<file path="src/rtl/spi_pot_cmd.sv">
module spi_pot_cmd #(
  parameter int         SYNC_STAGES = 2,
  parameter int         VAL_W       = 6,
  parameter logic [6:0] DEV_ID      = 7'b0101110
) (
  input  logic             clk,
  input  logic             rst_n,
  input  logic             sck,
  input  logic             si,
  input  logic             cs_n,
  input  logic             hold_n,
  input  logic             addr_strap,
  input  logic             wip,
  input  logic [VAL_W-1:0] wcr_q,
  input  logic [VAL_W-1:0] dr_rdata,
  output logic             so,
  output logic             so_oe,
  output logic [1:0]       reg_sel,
  output logic [VAL_W-1:0] wr_data,
  output logic             wcr_load,
  output logic             dr_write,
  output logic             xfer_to_wcr,
  output logic             xfer_to_dr,
  output logic             wiper_inc,
  output logic             wiper_dec
);
  localparam int PAD = 8 - VAL_W;
  localparam int TOP = SYNC_STAGES - 1;

  typedef enum logic [2:0] {S_IDLE, S_ID, S_INS, S_WR, S_RD, S_STEP, S_DONE} state_t;
  typedef enum logic [1:0] {SRC_WCR, SRC_DR, SRC_STAT} src_t;

  logic [TOP:0] sck_q, si_q, cs_q, hold_q;
  logic         sck_d, cs_d;
  logic         sck_s, si_s, cs_s, hold_s;
  logic         sck_rise, sck_fall, cs_fall;

  state_t     state;
  src_t       rd_src;
  logic       wr_dr, tx_act, need_ld;
  logic [2:0] cnt;
  logic [6:0] sh;
  logic [7:0] tx, byte_in, rd_val;
  logic       last;

  always_ff @(posedge clk or negedge rst_n)
    if (!rst_n) begin
      sck_q  <= '0;
      si_q   <= '0;
      cs_q   <= '0;
      hold_q <= '1;
      sck_d  <= 1'b0;
      cs_d   <= 1'b0;
    end else begin
      sck_q  <= {sck_q[TOP-1:0], sck};
      si_q   <= {si_q[TOP-1:0], si};
      cs_q   <= {cs_q[TOP-1:0], cs_n};
      hold_q <= {hold_q[TOP-1:0], hold_n};
      sck_d  <= sck_s;
      cs_d   <= cs_s;
    end

  assign sck_s    = sck_q[TOP];
  assign si_s     = si_q[TOP];
  assign cs_s     = cs_q[TOP];
  assign hold_s   = hold_q[TOP];
  assign cs_fall  = cs_d & ~cs_s;
  assign sck_rise = hold_s & ~cs_s & sck_s & ~sck_d;
  assign sck_fall = hold_s & ~cs_s & ~sck_s & sck_d;
  assign byte_in  = {sh, si_s};
  assign last     = (cnt == 3'd7);

  always_comb
    case (rd_src)
      SRC_WCR: rd_val = {{PAD{1'b0}}, wcr_q};
      SRC_DR:  rd_val = {{PAD{1'b0}}, dr_rdata};
      default: rd_val = {7'b0, wip};
    endcase

  always_ff @(posedge clk or negedge rst_n)
    if (!rst_n) begin
      state       <= S_IDLE;
      rd_src      <= SRC_WCR;
      wr_dr       <= 1'b0;
      tx_act      <= 1'b0;
      need_ld     <= 1'b0;
      cnt         <= '0;
      sh          <= '0;
      tx          <= '0;
      reg_sel     <= '0;
      wr_data     <= '0;
      wcr_load    <= 1'b0;
      dr_write    <= 1'b0;
      xfer_to_wcr <= 1'b0;
      xfer_to_dr  <= 1'b0;
      wiper_inc   <= 1'b0;
      wiper_dec   <= 1'b0;
    end else begin
      wcr_load    <= 1'b0;
      dr_write    <= 1'b0;
      xfer_to_wcr <= 1'b0;
      xfer_to_dr  <= 1'b0;
      wiper_inc   <= 1'b0;
      wiper_dec   <= 1'b0;
      if (cs_s) begin
        state  <= S_IDLE;
        tx_act <= 1'b0;
      end else if (cs_fall) begin
        state <= S_ID;
        cnt   <= '0;
      end else if (sck_rise) begin
        sh  <= byte_in[6:0];
        cnt <= cnt + 3'd1;
        case (state)
          S_ID: if (last) state <= (byte_in == {DEV_ID, addr_strap}) ? S_INS : S_DONE;
          S_INS: if (last) begin
            reg_sel <= byte_in[3:2];
            state   <= S_DONE;
            if (byte_in == 8'h51) begin
              rd_src <= SRC_STAT; state <= S_RD; tx_act <= 1'b1; need_ld <= 1'b1;
            end else if (byte_in[1:0] == 2'b00) begin
              case (byte_in[7:4])
                4'h9: begin rd_src <= SRC_WCR; state <= S_RD; tx_act <= 1'b1; need_ld <= 1'b1; end
                4'hB: begin rd_src <= SRC_DR;  state <= S_RD; tx_act <= 1'b1; need_ld <= 1'b1; end
                4'hA: begin wr_dr <= 1'b0; state <= S_WR; end
                4'hC: begin wr_dr <= 1'b1; state <= S_WR; end
                4'hD: xfer_to_wcr <= 1'b1;
                4'hE: xfer_to_dr  <= 1'b1;
                4'h2: state <= S_STEP;
                default: ;
              endcase
            end
          end
          S_WR: if (last) begin
            wr_data  <= byte_in[VAL_W-1:0];
            dr_write <= wr_dr;
            wcr_load <= ~wr_dr;
            state    <= S_DONE;
          end
          S_RD: if (last) state <= S_DONE;
          S_STEP: begin
            wiper_inc <= si_s;
            wiper_dec <= ~si_s;
          end
          default: ;
        endcase
      end else if (sck_fall && tx_act) begin
        need_ld <= 1'b0;
        tx      <= need_ld ? rd_val : {tx[6:0], 1'b0};
      end
    end

  assign so    = tx[7];
  assign so_oe = tx_act & ~cs_n & hold_n;
endmodule

</file>
<file path="config.mk">
export PLATFORM = sky130hd
export DESIGN_NAME = spi_pot_cmd
export DESIGN_NICKNAME = d
export VERILOG_FILES = /design/src/rtl/spi_pot_cmd.sv
export SDC_FILE = /design/constraint.sdc
export NUM_CORES = 1
export LEC_CHECK = 0
export ABC_AREA = 1
export BUFFER_PORTS_ARGS = -buffer_cell sky130_fd_sc_hd__buf_2
export CAP_MARGIN = 20
export CORE_MARGIN = 4
export CORE_UTILIZATION = 50
export CTS_BUF_LIST = sky130_fd_sc_hd__clkbuf_4
export DETAILED_ROUTE_END_ITERATION = 16
export PLACE_DENSITY = 0.78
export SKIP_CTS_REPAIR_TIMING = 1
export SLEW_MARGIN = 10
export SYNTH_ARGS = -nofsm -noshare
export SYNTH_HDL_FRONTEND = slang
export SYNTH_SLANG_ARGS = --single-unit
</file>
<file path="constraint.sdc">
create_clock -name clk -period 2.52 [get_ports clk]
set_input_delay 0.378 -clock clk [delete_from_list [all_inputs] [get_ports clk]]
set_output_delay 0.378 -clock clk [all_outputs]
set_load 0.05 [all_outputs]
</file>
==> results of run 1 <==
[per-layer routing]
metal,part of all wire,GRT usage
met5,0,0
met1,0.46,0.234
met2,0.48,0.260
met4,0.017,0.0602
met3,0.044,0.0396
[cells by family after synthesis]
group / Yosys count / synth area share
AND/OR/NAND/NOR: 137 / 0.277
flip-flops: 50 / 0.546
AO/OA/AOI/OAI: 38 / 0.0975
buffers and inverters: 37 / 0.0681
adder cells (fa/ha/maj): 2 / 0.0109
[flip-flops by register name, indices dropped and copies added, names as in the netlist, 2 cells and up]
signal and flops:
tx 8, sh 7, wr_data 6, cnt 3
state 3, cs_q 2, hold_q 2, rd_src 2
reg_sel 2, sck_q 2, si_q 2
[cell usage in the layout (no fill, tap or decap), types with 2 or more instances in the layout]
cell      instances
a21oi_1          13
buf_2            35
clkbuf_4          5
clkinv_2          2
dfrtp_1          48
dfstp_2           2
ha_1              2
inv_1            28
inv_2             4
nand2_1          79
nand2_2           3
nand3_1          16
nand3_4           2
nand4_1           4
nor2_1           20
nor2_2            3
nor3_1            5
o21ai_0          10
o21ai_1           6
o21ai_2           8
[power groups by stage]
stage | clock [mW] | combinational, mW | sequential [mW]
global placement | 0 | 0.0844 | 0.862
floorplan | 0 | 0.0467 | 0.856
global route | 0.503 | 0.0987 | 0.854
CTS | 0.459 | 0.0874 | 0.849
detailed placement | 0 | 0.0867 | 0.864
finish | 0.447 | 0.0856 | 0.849
[worst max-delay path: stages, from the launching register on]
cell and delay, ps:
dfrtp_1 430, nor2_2 160, nand3_4 130, nor2_8 220
nand2_2 100, nor2_2 240, nand2_2 130, nand2_1 80
nand2_1 40
[worst paths after layout]
| kind | start | end | slack, ps | cells after the start |
|---|---|---|---|---|
| worst max register to register | cs_q[1] | rd_src[0] | 900 | 8 |
| worst max-delay path | cs_q[1] | rd_src[0] | 900 | 8 |
| max in group asynchronous | rst_n | tx[6] | 2020 | 2 |
| worst min-delay path | rst_n | wr_data[4] | 80 | 2 |
| min in group clk | hold_n | hold_q[0] | 110 | 1 |
| worst min register to register | cs_q[0] | cs_q[1] | 370 | 0 |
[area by class of cell]
class / count / area share
flip-flops and latches: 50 / 0.485
clock inverters: 3 / 0.0155
repair buffers: 36 / 0.0707
inverters: 32 / 0.0465
clock buffers: 5 / 0.0145
well taps: 52 / 0.0252
multi-input cells: 177 / 0.343
[metrics by stage]
step	utilization	total power [mW]	hold slack, ps
after CTS	0.586	1.40	99.4
after global placement	0.568	0.947	333
after global routing	0.586	1.46	87.6
after detailed placement	0.568	0.951	342
after floorplan	-	0.903	82.4
final	0.586	1.38	84.0
==> run_results.csv, run 1 <==
group,metric,value,unit
status,status,"complete, no violations",
floorplanning,ios,36,
power_and_ir_drop,power_switching,324,uW
power_and_ir_drop,power_density,535,nW/um^2
synthesis,synth_top_cell_area_share,0.523,
cells_and_area,nets,324,
cells_and_area,antenna_cells,0,
sta,fin_crit_sh,0.641,
synthesis,synth.most_common_cell,"nand2_1",
synthesis,ys_top_cells_by_area,"dfrtp_1 (52%), nand2_1 (13%), inv_1 (4.6%), nand3_1 (3.5%), nor2_1 (3.3%)",
floorplanning,num_rows,24,
cts,cts_inserted_buffers,5,
global_routing,grt_pass1_vias,1649,
cells_and_area,final_cells,355,
detailed_routing,drt_wl_total,4220,microns
place,dp_cells,347,
synthesis,yosys.area.top_type,"dfrtp_1",
sta,fin_skew,15.8,ps
sta,hold_violations,0,
floorplanning,initial_core_util,0.520,
global_routing,track_usage,0.169,
detailed_routing,drc,0,
worst_setup_path,cp.required,2790,ps
place,place_hpwl,3230,microns
synthesis,synth_warnings,0,
worst_setup_path,cp-end-kind,"flop",
power_and_ir_drop,power.internal,1.06,mW
synthesis,synth-seq-area-share,0.546,
synthesis,synth_area_per_cell,8.70,sq um
detailed_routing,avgViaCountPerCell,5.06,
floorplanning,die-area,5740,sq um
sta,drv_slew,0,
worst_setup_path,cp_max_fo,17,
global_routing,antenna_found_initial,0,
synthesis,synthDistinctLibCells,26,
sta,tns,0,ps
cells_and_area,drive_gt1_frac,0.228,
worst_hold_path,min_path_type,"in -> async",
place,dpl_cell_area,2510,sq um
detailed_routing,drt-pass1-iter-count,5,
power_and_ir_drop,pwr-share-seq,0.615,
worst_setup_path,critPathLaunchType,"flop",
sta,relSlewSlack,0.599,
global_routing,grt_max_degree,51,
place,pre_cts_slack,902,ps
sta,fin_ws,904,ps
run,cap_violations,0,
global_routing,grt_pass1_wl,7330,microns
synthesis,syn_area,2300,sq um
worst_setup_path,crit_type,"reg -> reg",
synthesis,synth_common_cells,"nand2_1 (79), dfrtp_1 (48), inv_1 (28)",
cts,cts_tree,"done",
cts,clockBufferDepth,2,
floorplanning,die_h,75.8,microns
synthesis,ys_ff_latch,50,
global_routing,overflow,0,
synthesis,synth_edf_count,0,
cts,cts_sinks,50,
sta,setup_viol,0,
sta,fmax,619,MHz
place,place_congestion,0.886,
sta,rsz0062_at_grt,"false",
cts,cts_max_level,2,
cells_and_area,multiInputGateArea,886,sq um
floorplanning,fp.coreArea,4410,sq um
synthesis,async_flop_share,1.00,
cells_and_area,area_growth,12.6,%
power_and_ir_drop,ir_drop,0.383,mV
synthesis,syn_nets,286,
synthesis,synthCells,264,
place,port_buffers,35,
cells_and_area,seq_area,1250,sq um
cts,clkLatencyLatePin,360,ps
detailed_routing,first_iter_violations,130,
sta,period_needed,1620,ps
power_and_ir_drop,p_leak,1.36,nW
cells_and_area,fillers,405,
cts,cts_root_buffer,"clkbuf_4",
floorplanning,die_w,75.8,microns
detailed_routing,drt-wirelength-per-cell,11.9,microns
sta,worst_pin_slew,602,ps
worst_setup_path,arrival,1890,ps
cells_and_area,fin_area,2580,sq um
power_and_ir_drop,p_comb_frac,0.062,
detailed_routing,vias,1796,
cts,clkTransAtPathRegs,140,ps
power_and_ir_drop,switching_share,0.235,
synthesis,synth-main-ff-cell,"dfrtp_1",
power_and_ir_drop,pwr-share-clk,0.324,
detailed_routing,ant_nets,0,
Note: power is estimated with default switching activity, not from simulation.
==> inputs of run 2 (changes only) <==
clock period = 1.5 ns   (was 2.52 ns; I/O delays follow)
==> run_results.csv, run 2 (same netlist as run 1, synthesis figures left out) <==
group,metric,value,unit
status,status,"complete, no violations",
worst_hold_path,min_path_type,"in -> reg",
detailed_routing,drt_wl_total,4550,microns
worst_setup_path,crit_family,"buffers and inverters",
detailed_routing,first_iter_violations,89,
sta,timing.hold.ws,215,ps
worst_setup_path,crit_path_top_delay_cell,"dlygate4sd3_1",
worst_setup_path,critPathMaxStageDelay,530,ps
worst_setup_path,reg2reg_depth,9,
cts,clockBufferDepth,2,
global_routing,overflow,0,
worst_setup_path,reg2reg_to,"reg_sel[0]",
detailed_routing,avgViaCountPerCell,5.08,
sta,rsz0062_at_grt,"true",
place,port_buffers,35,
cts,cts_sinks,50,
worst_setup_path,cp.required,1270,ps
global_routing,track_usage,0.169,
power_and_ir_drop,power.internal,1.65,mW
power_and_ir_drop,p_leak,1.44,nW
worst_setup_path,cp-end-kind,"output pin",
sta,setup_viol,0,
power_and_ir_drop,ir_drop,0.671,mV
cells_and_area,nets,338,
cells_and_area,final_cell_mix,"nand2_1 (74), dfrtp_1 (48), buf_2 (35)",
worst_setup_path,arrival,1230,ps
cells_and_area,largest_reg_flops,8,
power_and_ir_drop,power,2.18,mW
worst_setup_path,critPathBufInv,3,
worst_hold_path,worstHoldStart,"dr_rdata[0]",
worst_hold_path,holdPathStages,5,
floorplanning,fp.coreArea,4410,sq um
cells_and_area,largest-register,"tx",
floorplanning,num_rows,24,
worst_setup_path,worstPathCellList,"dlygate4sd3_1, buf_2, nor2_1, buf_2",
global_routing,grt_pass1_wl,7420,microns
power_and_ir_drop,switching_share,0.245,
global_routing,grt_max_degree,51,
worst_setup_path,cp_max_fo,2,
detailed_routing,vias,1874,
cts,cts_root_buffer,"clkbuf_4",
floorplanning,ios,36,
floorplanning,initial_core_util,0.520,
sta,hold_violations,0,
cts,clkTransAtPathRegs,130,ps
sta,worst_pin_slew,405,ps
detailed_routing,drt-pass1-iter-count,4,
cells_and_area,area_growth,20.3,%
detailed_routing,drc,0,
detailed_routing,ant_nets,0,
sta,fin_crit_sh,0.970,
power_and_ir_drop,pwr-share-seq,0.651,
power_and_ir_drop,p_comb_frac,0.081,
global_routing,antenna_found_initial,0,
cells_and_area,reg.largest.list,"tx (8), sh (7), wr_data (6)",
cts,cts_inserted_buffers,5,
worst_setup_path,crit_type,"in -> out",
worst_setup_path,r2r_start,"cnt[0]",
sta,fin_skew,16.8,ps
power_and_ir_drop,power_switching,535,uW
power_and_ir_drop,pwr-share-clk,0.268,
worst_hold_path,whs_endpoint,"tx[0]",
sta,period_needed,1460,ps
floorplanning,die-area,5740,sq um
sta,fmax,687,MHz
sta,drv_slew,0,
sta,tns,0,ps
worst_setup_path,crit_top_cell,"buf_2",
global_routing,grt_pass1_vias,1704,
cells_and_area,final_common_cell,"nand2_1",
cells_and_area,antenna_cells,0,
floorplanning,die_w,75.8,microns
cells_and_area,drive_gt1_frac,0.281,
worst_setup_path,reg2reg_slack,80,ps
run,cap_violations,0,
power_and_ir_drop,power_density,791,nW/um^2
cts,cts_max_level,2,
cts,cts_tree,"done",
cts,clkLatencyLatePin,360,ps
floorplanning,die_h,75.8,microns
worst_setup_path,critPathLaunchType,"input pin",
sta,relSlewSlack,0.730,
place,place_congestion,0.845,
detailed_routing,drt-wirelength-per-cell,12.3,microns
place,place_hpwl,3320,microns
run 2: worst register-to-register path, cell delays in order, from the launching register on:
cell	delay [ps]
dfrtp_1	390
ha_2	200
ha_4	130
nand2_2	60
inv_2	90
nand2_4	60
nor2_4	180
inv_2	90
nand2_2	70
o21ai_2	50
run 2: stage by stage:
stage / utilization / worst slack [ps] / instances / area (sq um)
2_1_floorplan: - / 104 / 264 / 2300
3_3_place_gp: 0.579 / 112 / 352 / 2560
3_5_place_dp: 0.579 / 24.9 / 352 / 2560
4_1_cts: 0.592 / -4.92 / 360 / 2610
5_1_grt: 0.626 / -13.8 / 369 / 2760
6_report: 0.626 / 44.5 / 369 / 2760
run 2: power by group through the flow:
stage               Combinational, mW  Clock (mW)  Sequential (mW)
global placement                0.155           0             1.45
global route                    0.202       0.654             1.43
finish                          0.177       0.585             1.42
detailed placement              0.159           0             1.45
floorplan                      0.0784           0             1.44
CTS                             0.160       0.592             1.42
run 2: layout make-up:
type                       instances  area (sq um)
inverter                          32           120
fill                             381          1650
sequential                        50          1250
clock buffer                       6          45.0
clock inverter                     2          8.76
tap                               52          65.1
multi-input combinational        178           965
timing repair buffer              49           305
run 2: how the worst max path moves through the flow:
| stage | cells past startpoint | slack, ps | end | from |
|---|---|---|---|---|
| 4_1_cts | 7 | -5 | reg_sel[0] | cs_q[1] |
| 3_5_place_dp | 8 | 20 | rd_src[0] | cs_q[1] |
| 2_1_floorplan | 10 | 100 | wr_data[0] | cnt[0] |
| 5_1_grt | 6 | -10 | tx[1] | cs_q[1] |
| 6_report | 4 | 40 | so_oe | cs_n |
| 3_3_place_gp | 8 | 110 | rd_src[0] | cs_q[1] |
run 2: routing by layer:
metal,wire (microns),track usage,vias up
li1,-,-,946
met1,2110,0.234,876
met2,2160,0.264,42
met3,186,0.0317,10
met4,90,0.0660,0
met5,0,0,-
